===== config.mk =====
export PLATFORM = sky130hd
export DESIGN_NAME = operand_addr_unit
export DESIGN_NICKNAME = d
export VERILOG_FILES = /design/src/rtl/oau_pkg.sv /design/src/rtl/oau_decode.sv /design/src/rtl/oau_addr_calc.sv /design/src/rtl/oau_seq.sv /design/src/rtl/operand_addr_unit.sv
export SDC_FILE = /design/constraint.sdc
export NUM_CORES = 1
export LEC_CHECK = 0
export BUFFER_PORTS_ARGS = -buffer_cell sky130_fd_sc_hd__buf_2
export CELL_PAD_IN_SITES_DETAIL_PLACEMENT = 0
export CELL_PAD_IN_SITES_GLOBAL_PLACEMENT = 1
export CORE_MARGIN = 1.5
export CORE_UTILIZATION = 43
export DETAILED_ROUTE_END_ITERATION = 10
export PLACE_DENSITY = 0.77
export SYNTH_ARGS = -nofsm -noshare
export SYNTH_HDL_FRONTEND = slang
export SYNTH_HIERARCHICAL = 1
export SYNTH_SLANG_ARGS = --single-unit

===== constraint.sdc =====
create_clock -name clk -period 5.56 [get_ports clk]
set_clock_uncertainty 0.15 [all_clocks]
set_input_delay 0.556 -clock clk [delete_from_list [all_inputs] [get_ports clk]]
set_output_delay 0.556 -clock clk [all_outputs]
set_load 0.005 [all_outputs]

===== src/rtl/oau_pkg.sv =====
package oau_pkg;

   localparam logic [3:0] AM_IMPL = 4'd0;
   localparam logic [3:0] AM_IMM  = 4'd1;
   localparam logic [3:0] AM_ZP   = 4'd2;
   localparam logic [3:0] AM_ZPX  = 4'd3;
   localparam logic [3:0] AM_ZPY  = 4'd4;
   localparam logic [3:0] AM_ABS  = 4'd5;
   localparam logic [3:0] AM_ABSX = 4'd6;
   localparam logic [3:0] AM_ABSY = 4'd7;
   localparam logic [3:0] AM_IND  = 4'd8;
   localparam logic [3:0] AM_XIND = 4'd9;
   localparam logic [3:0] AM_INDY = 4'd10;

   typedef enum logic [1:0] {
      IX_NONE = 2'd0,
      IX_X    = 2'd1,
      IX_Y    = 2'd2
   } idx_sel_e;

   // Per-mode attributes driven by the decoder
   typedef struct packed {
      logic [1:0] nbytes;     // operand bytes following the opcode
      logic       no_read;    // completes without touching memory
      logic       two_op;     // operand is two bytes
      logic       ptr;        // a pointer pair is dereferenced
      logic       ptr_zp;     // pointer lives in page zero
      logic       pre_x;      // X is added before dereference
      logic       zp_result;  // result stays inside page zero
      idx_sel_e   idx;        // index added to the final address
   } am_attr_t;

   typedef enum logic [2:0] {
      ST_IDLE  = 3'd0,
      ST_OPLO  = 3'd1,
      ST_OPHI  = 3'd2,
      ST_PTRLO = 3'd3,
      ST_PTRHI = 3'd4,
      ST_LAST  = 3'd5
   } st_e;

endpackage


===== src/rtl/oau_decode.sv =====
module oau_decode
   import oau_pkg::*;
(
   input  logic [3:0] mode,
   output am_attr_t   attr
);

   always_comb begin
      attr     = '0;
      attr.idx = IX_NONE;
      case (mode)
         AM_IMM: begin
            attr.nbytes  = 2'd1;
            attr.no_read = 1'b1;
         end
         AM_ZP, AM_ZPX, AM_ZPY: begin
            attr.nbytes    = 2'd1;
            attr.zp_result = 1'b1;
            attr.idx       = (mode == AM_ZPX) ? IX_X :
                             (mode == AM_ZPY) ? IX_Y : IX_NONE;
         end
         AM_ABS, AM_ABSX, AM_ABSY: begin
            attr.nbytes = 2'd2;
            attr.two_op = 1'b1;
            attr.idx    = (mode == AM_ABSX) ? IX_X :
                          (mode == AM_ABSY) ? IX_Y : IX_NONE;
         end
         AM_IND: begin
            attr.nbytes = 2'd2;
            attr.two_op = 1'b1;
            attr.ptr    = 1'b1;
         end
         AM_XIND: begin
            attr.nbytes = 2'd1;
            attr.ptr    = 1'b1;
            attr.ptr_zp = 1'b1;
            attr.pre_x  = 1'b1;
         end
         AM_INDY: begin
            attr.nbytes = 2'd1;
            attr.ptr    = 1'b1;
            attr.ptr_zp = 1'b1;
            attr.idx    = IX_Y;
         end
         default: begin
            // implied, accumulator and all unassigned codes
            attr.nbytes  = 2'd0;
            attr.no_read = 1'b1;
         end
      endcase
   end

endmodule


===== src/rtl/oau_addr_calc.sv =====
module oau_addr_calc
   import oau_pkg::*;
#(
   parameter int DW = 8,
   localparam int AW = 2 * DW
)(
   input  logic          a_ptr_zp,
   input  logic          a_pre_x,
   input  logic          a_zp_result,
   input  idx_sel_e      a_idx,
   input  logic [DW-1:0] x_q,
   input  logic [DW-1:0] y_q,
   input  logic [DW-1:0] lo_q,
   input  logic [AW-1:0] ptr_q,
   input  logic [DW-1:0] rd_data,
   output logic [AW-1:0] ptr_next,
   output logic [AW-1:0] ptr_inc,
   output logic [AW-1:0] final_ea
);

   localparam logic [DW-1:0] ZERO_HI = '0;

   logic [DW-1:0] idx_val;
   logic [DW-1:0] zp_ptr;
   logic [DW-1:0] zp_ptr_inc;
   logic [DW-1:0] zp_res;
   logic [AW-1:0] pair;

   always_comb begin
      case (a_idx)
         IX_X:    idx_val = x_q;
         IX_Y:    idx_val = y_q;
         default: idx_val = '0;
      endcase
   end

   // Byte-wide sums wrap inside page zero
   assign zp_ptr     = rd_data + (a_pre_x ? x_q : ZERO_HI);
   assign zp_ptr_inc = ptr_q[DW-1:0] + DW'(1);
   assign zp_res     = rd_data + idx_val;

   // Little-endian pair: newest byte is the high half
   assign pair = {rd_data, lo_q};

   assign ptr_next = a_ptr_zp ? {ZERO_HI, zp_ptr} : pair;
   assign ptr_inc  = a_ptr_zp ? {ZERO_HI, zp_ptr_inc} : ptr_q + AW'(1);
   assign final_ea = a_zp_result ? {ZERO_HI, zp_res}
                                 : pair + {ZERO_HI, idx_val};

endmodule


===== src/rtl/oau_seq.sv =====
module oau_seq
   import oau_pkg::*;
#(
   parameter int DW = 8,
   localparam int AW = 2 * DW
)(
   input  logic          clk,
   input  logic          rst_n,
   input  logic          start,
   input  logic [3:0]    mode,
   input  logic [AW-1:0] pc,
   input  logic [DW-1:0] idx_x,
   input  logic [DW-1:0] idx_y,
   input  logic [DW-1:0] rd_data,
   // attributes of mode_sel
   input  logic [1:0]    a_nbytes,
   input  logic          a_no_read,
   input  logic          a_two_op,
   input  logic          a_ptr,
   input  logic          a_ptr_zp,
   input  logic          a_zp_result,
   // from the address calculator
   input  logic [AW-1:0] ptr_next,
   input  logic [AW-1:0] ptr_inc,
   input  logic [AW-1:0] final_ea,
   output logic [3:0]    mode_sel,
   output logic [DW-1:0] x_q,
   output logic [DW-1:0] y_q,
   output logic [DW-1:0] lo_q,
   output logic [AW-1:0] ptr_q,
   output logic          rd_en,
   output logic [AW-1:0] rd_addr,
   output logic          done,
   output logic [AW-1:0] eff_addr,
   output logic [1:0]    opnd_len
);

   st_e           state;
   logic [3:0]    mode_q;
   logic [AW-1:0] pc_q;
   logic          done_q;
   logic [AW-1:0] ea_q;
   logic [1:0]    len_q;

   // Live mode is decoded while idle, the captured one afterwards
   assign mode_sel = (state == ST_IDLE) ? mode : mode_q;

   always_comb begin
      rd_en   = 1'b1;
      rd_addr = '0;
      case (state)
         ST_OPLO:  rd_addr = pc_q + AW'(1);
         ST_OPHI:  rd_addr = pc_q + AW'(2);
         ST_PTRLO: rd_addr = ptr_next;
         ST_PTRHI: rd_addr = ptr_inc;
         default:  rd_en   = 1'b0;
      endcase
   end

   always_ff @(posedge clk) begin
      if (!rst_n) begin
         state  <= ST_IDLE;
         mode_q <= '0;
         pc_q   <= '0;
         x_q    <= '0;
         y_q    <= '0;
         lo_q   <= '0;
         ptr_q  <= '0;
         done_q <= 1'b0;
         ea_q   <= '0;
         len_q  <= '0;
      end else begin
         done_q <= 1'b0;
         case (state)
            ST_IDLE: begin
               if (start) begin
                  mode_q <= mode;
                  pc_q   <= pc;
                  x_q    <= idx_x;
                  y_q    <= idx_y;
                  if (a_no_read) begin
                     done_q <= 1'b1;
                     len_q  <= a_nbytes;
                     ea_q   <= (a_nbytes != 2'd0) ? pc + AW'(1) : '0;
                  end else begin
                     state <= ST_OPLO;
                  end
               end
            end
            ST_OPLO: begin
               state <= a_two_op ? ST_OPHI : (a_ptr ? ST_PTRLO : ST_LAST);
            end
            ST_OPHI: begin
               lo_q  <= rd_data;
               state <= a_ptr ? ST_PTRLO : ST_LAST;
            end
            ST_PTRLO: begin
               ptr_q <= ptr_next;
               state <= ST_PTRHI;
            end
            ST_PTRHI: begin
               lo_q  <= rd_data;
               state <= ST_LAST;
            end
            ST_LAST: begin
               ea_q   <= final_ea;
               len_q  <= a_nbytes;
               done_q <= 1'b1;
               state  <= ST_IDLE;
            end
            default: state <= ST_IDLE;
         endcase
      end
   end

   assign done     = done_q;
   assign eff_addr = ea_q;
   assign opnd_len = len_q;

   // Memory-free modes complete in the very next cycle
   assert_noread_next_R3: assert property (@(posedge clk) disable iff (!rst_n)
      (start && state == ST_IDLE && a_no_read) |=> (done && !rd_en));

   // A start while busy leaves the captured operation untouched
   assert_busy_ignore_R11: assert property (@(posedge clk) disable iff (!rst_n)
      (start && state != ST_IDLE) |=> ($stable(mode_q) && $stable(pc_q)));

   // A second done cycle only follows a fresh start
   assert_done_pulse_R11: assert property (@(posedge clk) disable iff (!rst_n)
      done |=> (!done || $past(start)));

   // Zero-page results never leave page zero
   assert_zp_page_R5: assert property (@(posedge clk) disable iff (!rst_n)
      (state == ST_LAST && a_zp_result) |=> (eff_addr[AW-1:DW] == '0));

   // Zero-page pointer reads stay inside page zero
   assert_ptr_page_R9: assert property (@(posedge clk) disable iff (!rst_n)
      (rd_en && a_ptr_zp && (state == ST_PTRLO || state == ST_PTRHI))
         |-> (rd_addr[AW-1:DW] == '0));

   assert_len_range_R6: assert property (@(posedge clk) disable iff (!rst_n)
      done |-> (opnd_len <= 2'd2));

endmodule


===== src/rtl/operand_addr_unit.sv =====
module operand_addr_unit
   import oau_pkg::*;
#(
   parameter int DW = 8
)(
   input  logic              clk,
   input  logic              rst_n,
   input  logic              start,
   input  logic [3:0]        mode,
   input  logic [2*DW-1:0]   pc,
   input  logic [DW-1:0]     idx_x,
   input  logic [DW-1:0]     idx_y,
   output logic              rd_en,
   output logic [2*DW-1:0]   rd_addr,
   input  logic [DW-1:0]     rd_data,
   output logic              done,
   output logic [2*DW-1:0]   eff_addr,
   output logic [1:0]        opnd_len
);

   localparam int AW = 2 * DW;

   generate
      if (DW < 2 || DW > 16) begin : g_bad_width
         $error("operand_addr_unit: DW must be between 2 and 16");
      end
   endgenerate

   logic [3:0]    mode_sel;
   am_attr_t      attr;
   logic [DW-1:0] x_q;
   logic [DW-1:0] y_q;
   logic [DW-1:0] lo_q;
   logic [AW-1:0] ptr_q;
   logic [AW-1:0] ptr_next;
   logic [AW-1:0] ptr_inc;
   logic [AW-1:0] final_ea;

   oau_decode u_decode (
      .mode (mode_sel),
      .attr (attr)
   );

   oau_addr_calc #(.DW(DW)) u_calc (
      .a_ptr_zp    (attr.ptr_zp),
      .a_pre_x     (attr.pre_x),
      .a_zp_result (attr.zp_result),
      .a_idx       (attr.idx),
      .x_q         (x_q),
      .y_q         (y_q),
      .lo_q        (lo_q),
      .ptr_q       (ptr_q),
      .rd_data     (rd_data),
      .ptr_next    (ptr_next),
      .ptr_inc     (ptr_inc),
      .final_ea    (final_ea)
   );

   oau_seq #(.DW(DW)) u_seq (
      .clk         (clk),
      .rst_n       (rst_n),
      .start       (start),
      .mode        (mode),
      .pc          (pc),
      .idx_x       (idx_x),
      .idx_y       (idx_y),
      .rd_data     (rd_data),
      .a_nbytes    (attr.nbytes),
      .a_no_read   (attr.no_read),
      .a_two_op    (attr.two_op),
      .a_ptr       (attr.ptr),
      .a_ptr_zp    (attr.ptr_zp),
      .a_zp_result (attr.zp_result),
      .ptr_next    (ptr_next),
      .ptr_inc     (ptr_inc),
      .final_ea    (final_ea),
      .mode_sel    (mode_sel),
      .x_q         (x_q),
      .y_q         (y_q),
      .lo_q        (lo_q),
      .ptr_q       (ptr_q),
      .rd_en       (rd_en),
      .rd_addr     (rd_addr),
      .done        (done),
      .eff_addr    (eff_addr),
      .opnd_len    (opnd_len)
   );

endmodule


==> impl_metrics.csv <==
group,metric,value,unit
outcome,result_of_the_run,"finished, violations left",
outcome,violations,"DRC",
clock_network,cts_resized,0,
place,post-dp-hpwl,15.9,mm
drt,drt_iter0_markers,622,
place,globalplace.congestion,0.938,
layout,final_layout_size_suffix_gt1_share,15.1,%
layout,areaGrowthSynthToFinish,11.9,%
clock_network,cts_inserted_buffers,9,
critical_path,timing.critical_path.slowest_cell_delay,440,ps
critical_path,worst-path-max-fanout,8,
drt,detail_route.wl_per_cell,19.1,µm
logic_synthesis,netlist-cell-type-count,78,
logic_synthesis,gate_count_of_the_mapped_netlist,856,
global_routing,first_global_vias,6074,
sta,layout_min_cycle_time,5160,ps
critical_path,cp_cell_sequence,"nor3_4, mux2_2, nand2b_1, nor3b_1, buf_4, and2_1, ha_1, inv_1, fa_1, nor2b_1, o21ai_0, a21boi_0, nor2_1, mux2_2, nand2_1, nand4_1, buf_2",
floorplan,die_area,0.0158,mm²
global_routing,first_pass_grt_wire_length,33.2,mm
layout,design_area,0.00725,mm²
floorplan,chip_height,126,µm
critical_path,worst_endpoint_data_arrival_time,4450,ps
sta,timing.slew.headroom,18.3,%
sta,report.final.setup_viol,0,
clock_network,tritoncts,"built",
floorplan,die_width,126,µm
critical_path,worst_setup_sp,"u_seq/state[0]",
power,p_per_area,407,mW/mm²
logic_synthesis,netlist.top_cell.by_area,"sky130_fd_sc_hd__dfxtp_1",
logic_synthesis,ys_async_sr_fraction,0,%
drt,drt_wl_total,21.0,mm
logic_synthesis,syn-cell-area,0.00648,mm²
critical_path,critical_path.reg2reg.startpoint,"u_seq/state[0]",
critical_path,cp_top_family,"simple AND/OR/NAND/NOR gates",
logic_synthesis,synth-seq-area-share,25.3,%
logic_synthesis,netlist.area_leader.share,25.3,%
floorplan,floorplan.initialDensity,44.2,%
sta,pins_over_their_slew_limit,0,
global_routing,grt_start_max_net_pins,82,
drt,met2WireLength,9.62,mm
critical_path,cp-start-kind,"register",
clock_network,postCtsSetupBuffers,0,
power,cellLeakagePower,2.92,nW
sta,finalHoldViolations,0,
global_routing,grt_antenna_before_repair,0,
min_path,timing.hold.worst.start,"idx_y[4]",
critical_path,critPathKind,"reg -> out",
place,port-buffer-count,82,
sta,max_freq,194,MHz
drt,route.layer.met1.wl,9.83,mm
drt,vias_per_cell,5.87,
layout,insertedDiodeCount,0,
drt,detailroute.via_count,6452,
logic_synthesis,synth_edf_count,0,
sta,worst_slew_pin_slew,1220,ps
clock_network,clk_pin_slew_worst_paths,70,ps
drt,detailroute.wirelength.met3,1.28,mm
logic_synthesis,synth_warn,6,
critical_path,crit_path_top_delay_cell,"sky130_fd_sc_hd__mux2_2",
flow_run,timing.max_cap.violations,0,
min_path,timing.hold.worst.class,"in -> reg",
sta,grt_setup_unrepaired,"no",
global_routing,globalRouteTotalUtil,26.7,%
layout,finalCoreUtilization,49.5,%
critical_path,worstSetupEndpointType,"primary output",
sta,min_period_over_period,92.8,%
logic_synthesis,synth.ff_latch_count,82,
place,placement.cell_area,0.00696,mm²
layout,finish.net_count,990,
clock_network,cts_buffer_depth,2,
clock_network,postCtsHoldBufs,0,
logic_synthesis,mappedNetlistNets,935,
drt,drtPass1Iterations,8,
clock_network,number_of_clock_sinks,82,
critical_path,cp.buffers_inverters,3,
global_routing,globalRouteOverflowTotal,0,
clock_network,clk-insertion-delay-late,350,ps
logic_synthesis,ys_dominant_reg_cell,"sky130_fd_sc_hd__dfxtp_1",
sta,hold-worst-slack,297,ps
clock_network,cts_max_level,3,
power,highest_ir_drop_seen_on_vdd,0.432,mV
drt,highest_layer,"met4",
floorplan,row_count,44,
clock_network,cts_root_buf,"sky130_fd_sc_hd__clkbuf_16",
logic_synthesis,synth_top_cells_by_area,"sky130_fd_sc_hd__dfxtp_1 (25%), sky130_fd_sc_hd__nand2_1 (9.3%), sky130_fd_sc_hd__ha_1 (5.6%)",
critical_path,cp_data_required_time,4850,ps
floorplan,placeableCoreArea,0.0146,mm²
logic_synthesis,syn-mean-instance-area,7.57,µm²
drt,route.detailed.drc,6,
drt,antenna_viol_nets_final,0,
sta,fin_setup_tns,0,ps
critical_path,cell_occurring_most_often_along_the_worst_timing_path,"sky130_fd_sc_hd__mux2_2",
floorplan,io_pins,83,
[stage by stage]
step	power [W]	std cells	setup WS [ps]
2_1_floorplan	0.00187	856	897
3_3_place_gp	0.00228	1084	783
3_5_place_dp	0.00231	1084	644
4_1_cts	0.00294	1099	413
5_1_grt	0.00314	1099	139
6_report	0.00295	1099	400
[cells in the final DEF, fill, tap and decap left out, types with 27 or more instances in the layout]
cell                       instances
sky130_fd_sc_hd__a21boi_0         27
sky130_fd_sc_hd__a21boi_1         35
sky130_fd_sc_hd__a21oi_1          42
sky130_fd_sc_hd__a22oi_1          28
sky130_fd_sc_hd__buf_2            82
sky130_fd_sc_hd__dfxtp_1          82
sky130_fd_sc_hd__ha_1             29
sky130_fd_sc_hd__inv_1            29
sky130_fd_sc_hd__nand2_1         161
sky130_fd_sc_hd__nand3_1          29
sky130_fd_sc_hd__nor2_1           43
sky130_fd_sc_hd__o21ai_0          36
sky130_fd_sc_hd__xnor2_1          31
[cells in the mapped netlist (27+ instances only)]
master	count
sky130_fd_sc_hd__nor2_1	44
sky130_fd_sc_hd__nand3_1	29
sky130_fd_sc_hd__a22oi_1	28
sky130_fd_sc_hd__inv_1	29
sky130_fd_sc_hd__nand2_1	161
sky130_fd_sc_hd__a21oi_1	42
sky130_fd_sc_hd__dfxtp_1	82
sky130_fd_sc_hd__ha_1	29
sky130_fd_sc_hd__a21boi_1	35
sky130_fd_sc_hd__o21ai_0	36
sky130_fd_sc_hd__a21boi_0	27
sky130_fd_sc_hd__xnor2_1	31
[final timing paths]
kind / to / slack, ps / cells past startpoint
max: rd_addr[4] / 400 / 17
min: u_seq/y_q[4] / 300 / 3
max reg2reg: u_seq/eff_addr[10] / 500 / 17
min reg2reg: u_seq/mode_q[1] / 310 / 2
[area by class of cell]
cell class	count	area (µm²)
clock buffers	9	225
inverters	30	113
multi-input cells	696	4490
clock inverters	6	66.3
flip-flops and latches	82	1640
well taps	184	230
fillers	1518	7400
repair buffers	92	485
[tightest hold or removal path, cell delays in order]
cell and delay (ps):
sky130_fd_sc_hd__buf_2 100, sky130_fd_sc_hd__nand2_1 50, sky130_fd_sc_hd__a21boi_1 50
[flip-flops by register name, indices dropped and copies added (netlist names)]
name	count
u_seq/done	1
u_seq/eff_addr	16
u_seq/lo_q	8
u_seq/mode_q	4
u_seq/opnd_len	2
u_seq/pc_q	16
u_seq/ptr_q	16
u_seq/state	3
u_seq/x_q	8
u_seq/y_q	8
[per-layer routing]
metal / global-route usage (%) / vias to the layer above
li1: - / 3177
met1: 37.2 / 3056
met2: 42.8 / 200
met3: 4.16 / 19
met4: 7.05 / 0
met5: 0 / -
[where the power goes]
part	switching, W	leakage (nW)	internal, W
Combinational	0.000919	2.10	0.000541
Sequential	0.000134	0.670	0.000731
Clock	0.000273	0.146	0.000349
Total	0.00133	2.92	0.00162
[cells by family after synthesis]
| group | synth area share [%] |
|---|---|
| and+or+nand+nor | 28.6 |
| AOI/OAI and AO/OA | 24.9 |
| adders and majority gates | 6.53 |
| muxes | 2.65 |
| buffers and inverters | 5.41 |
| xor gates and xnor gates | 6.49 |
| DFF | 25.3 |
Note: power is estimated with default switching activity, not from simulation.
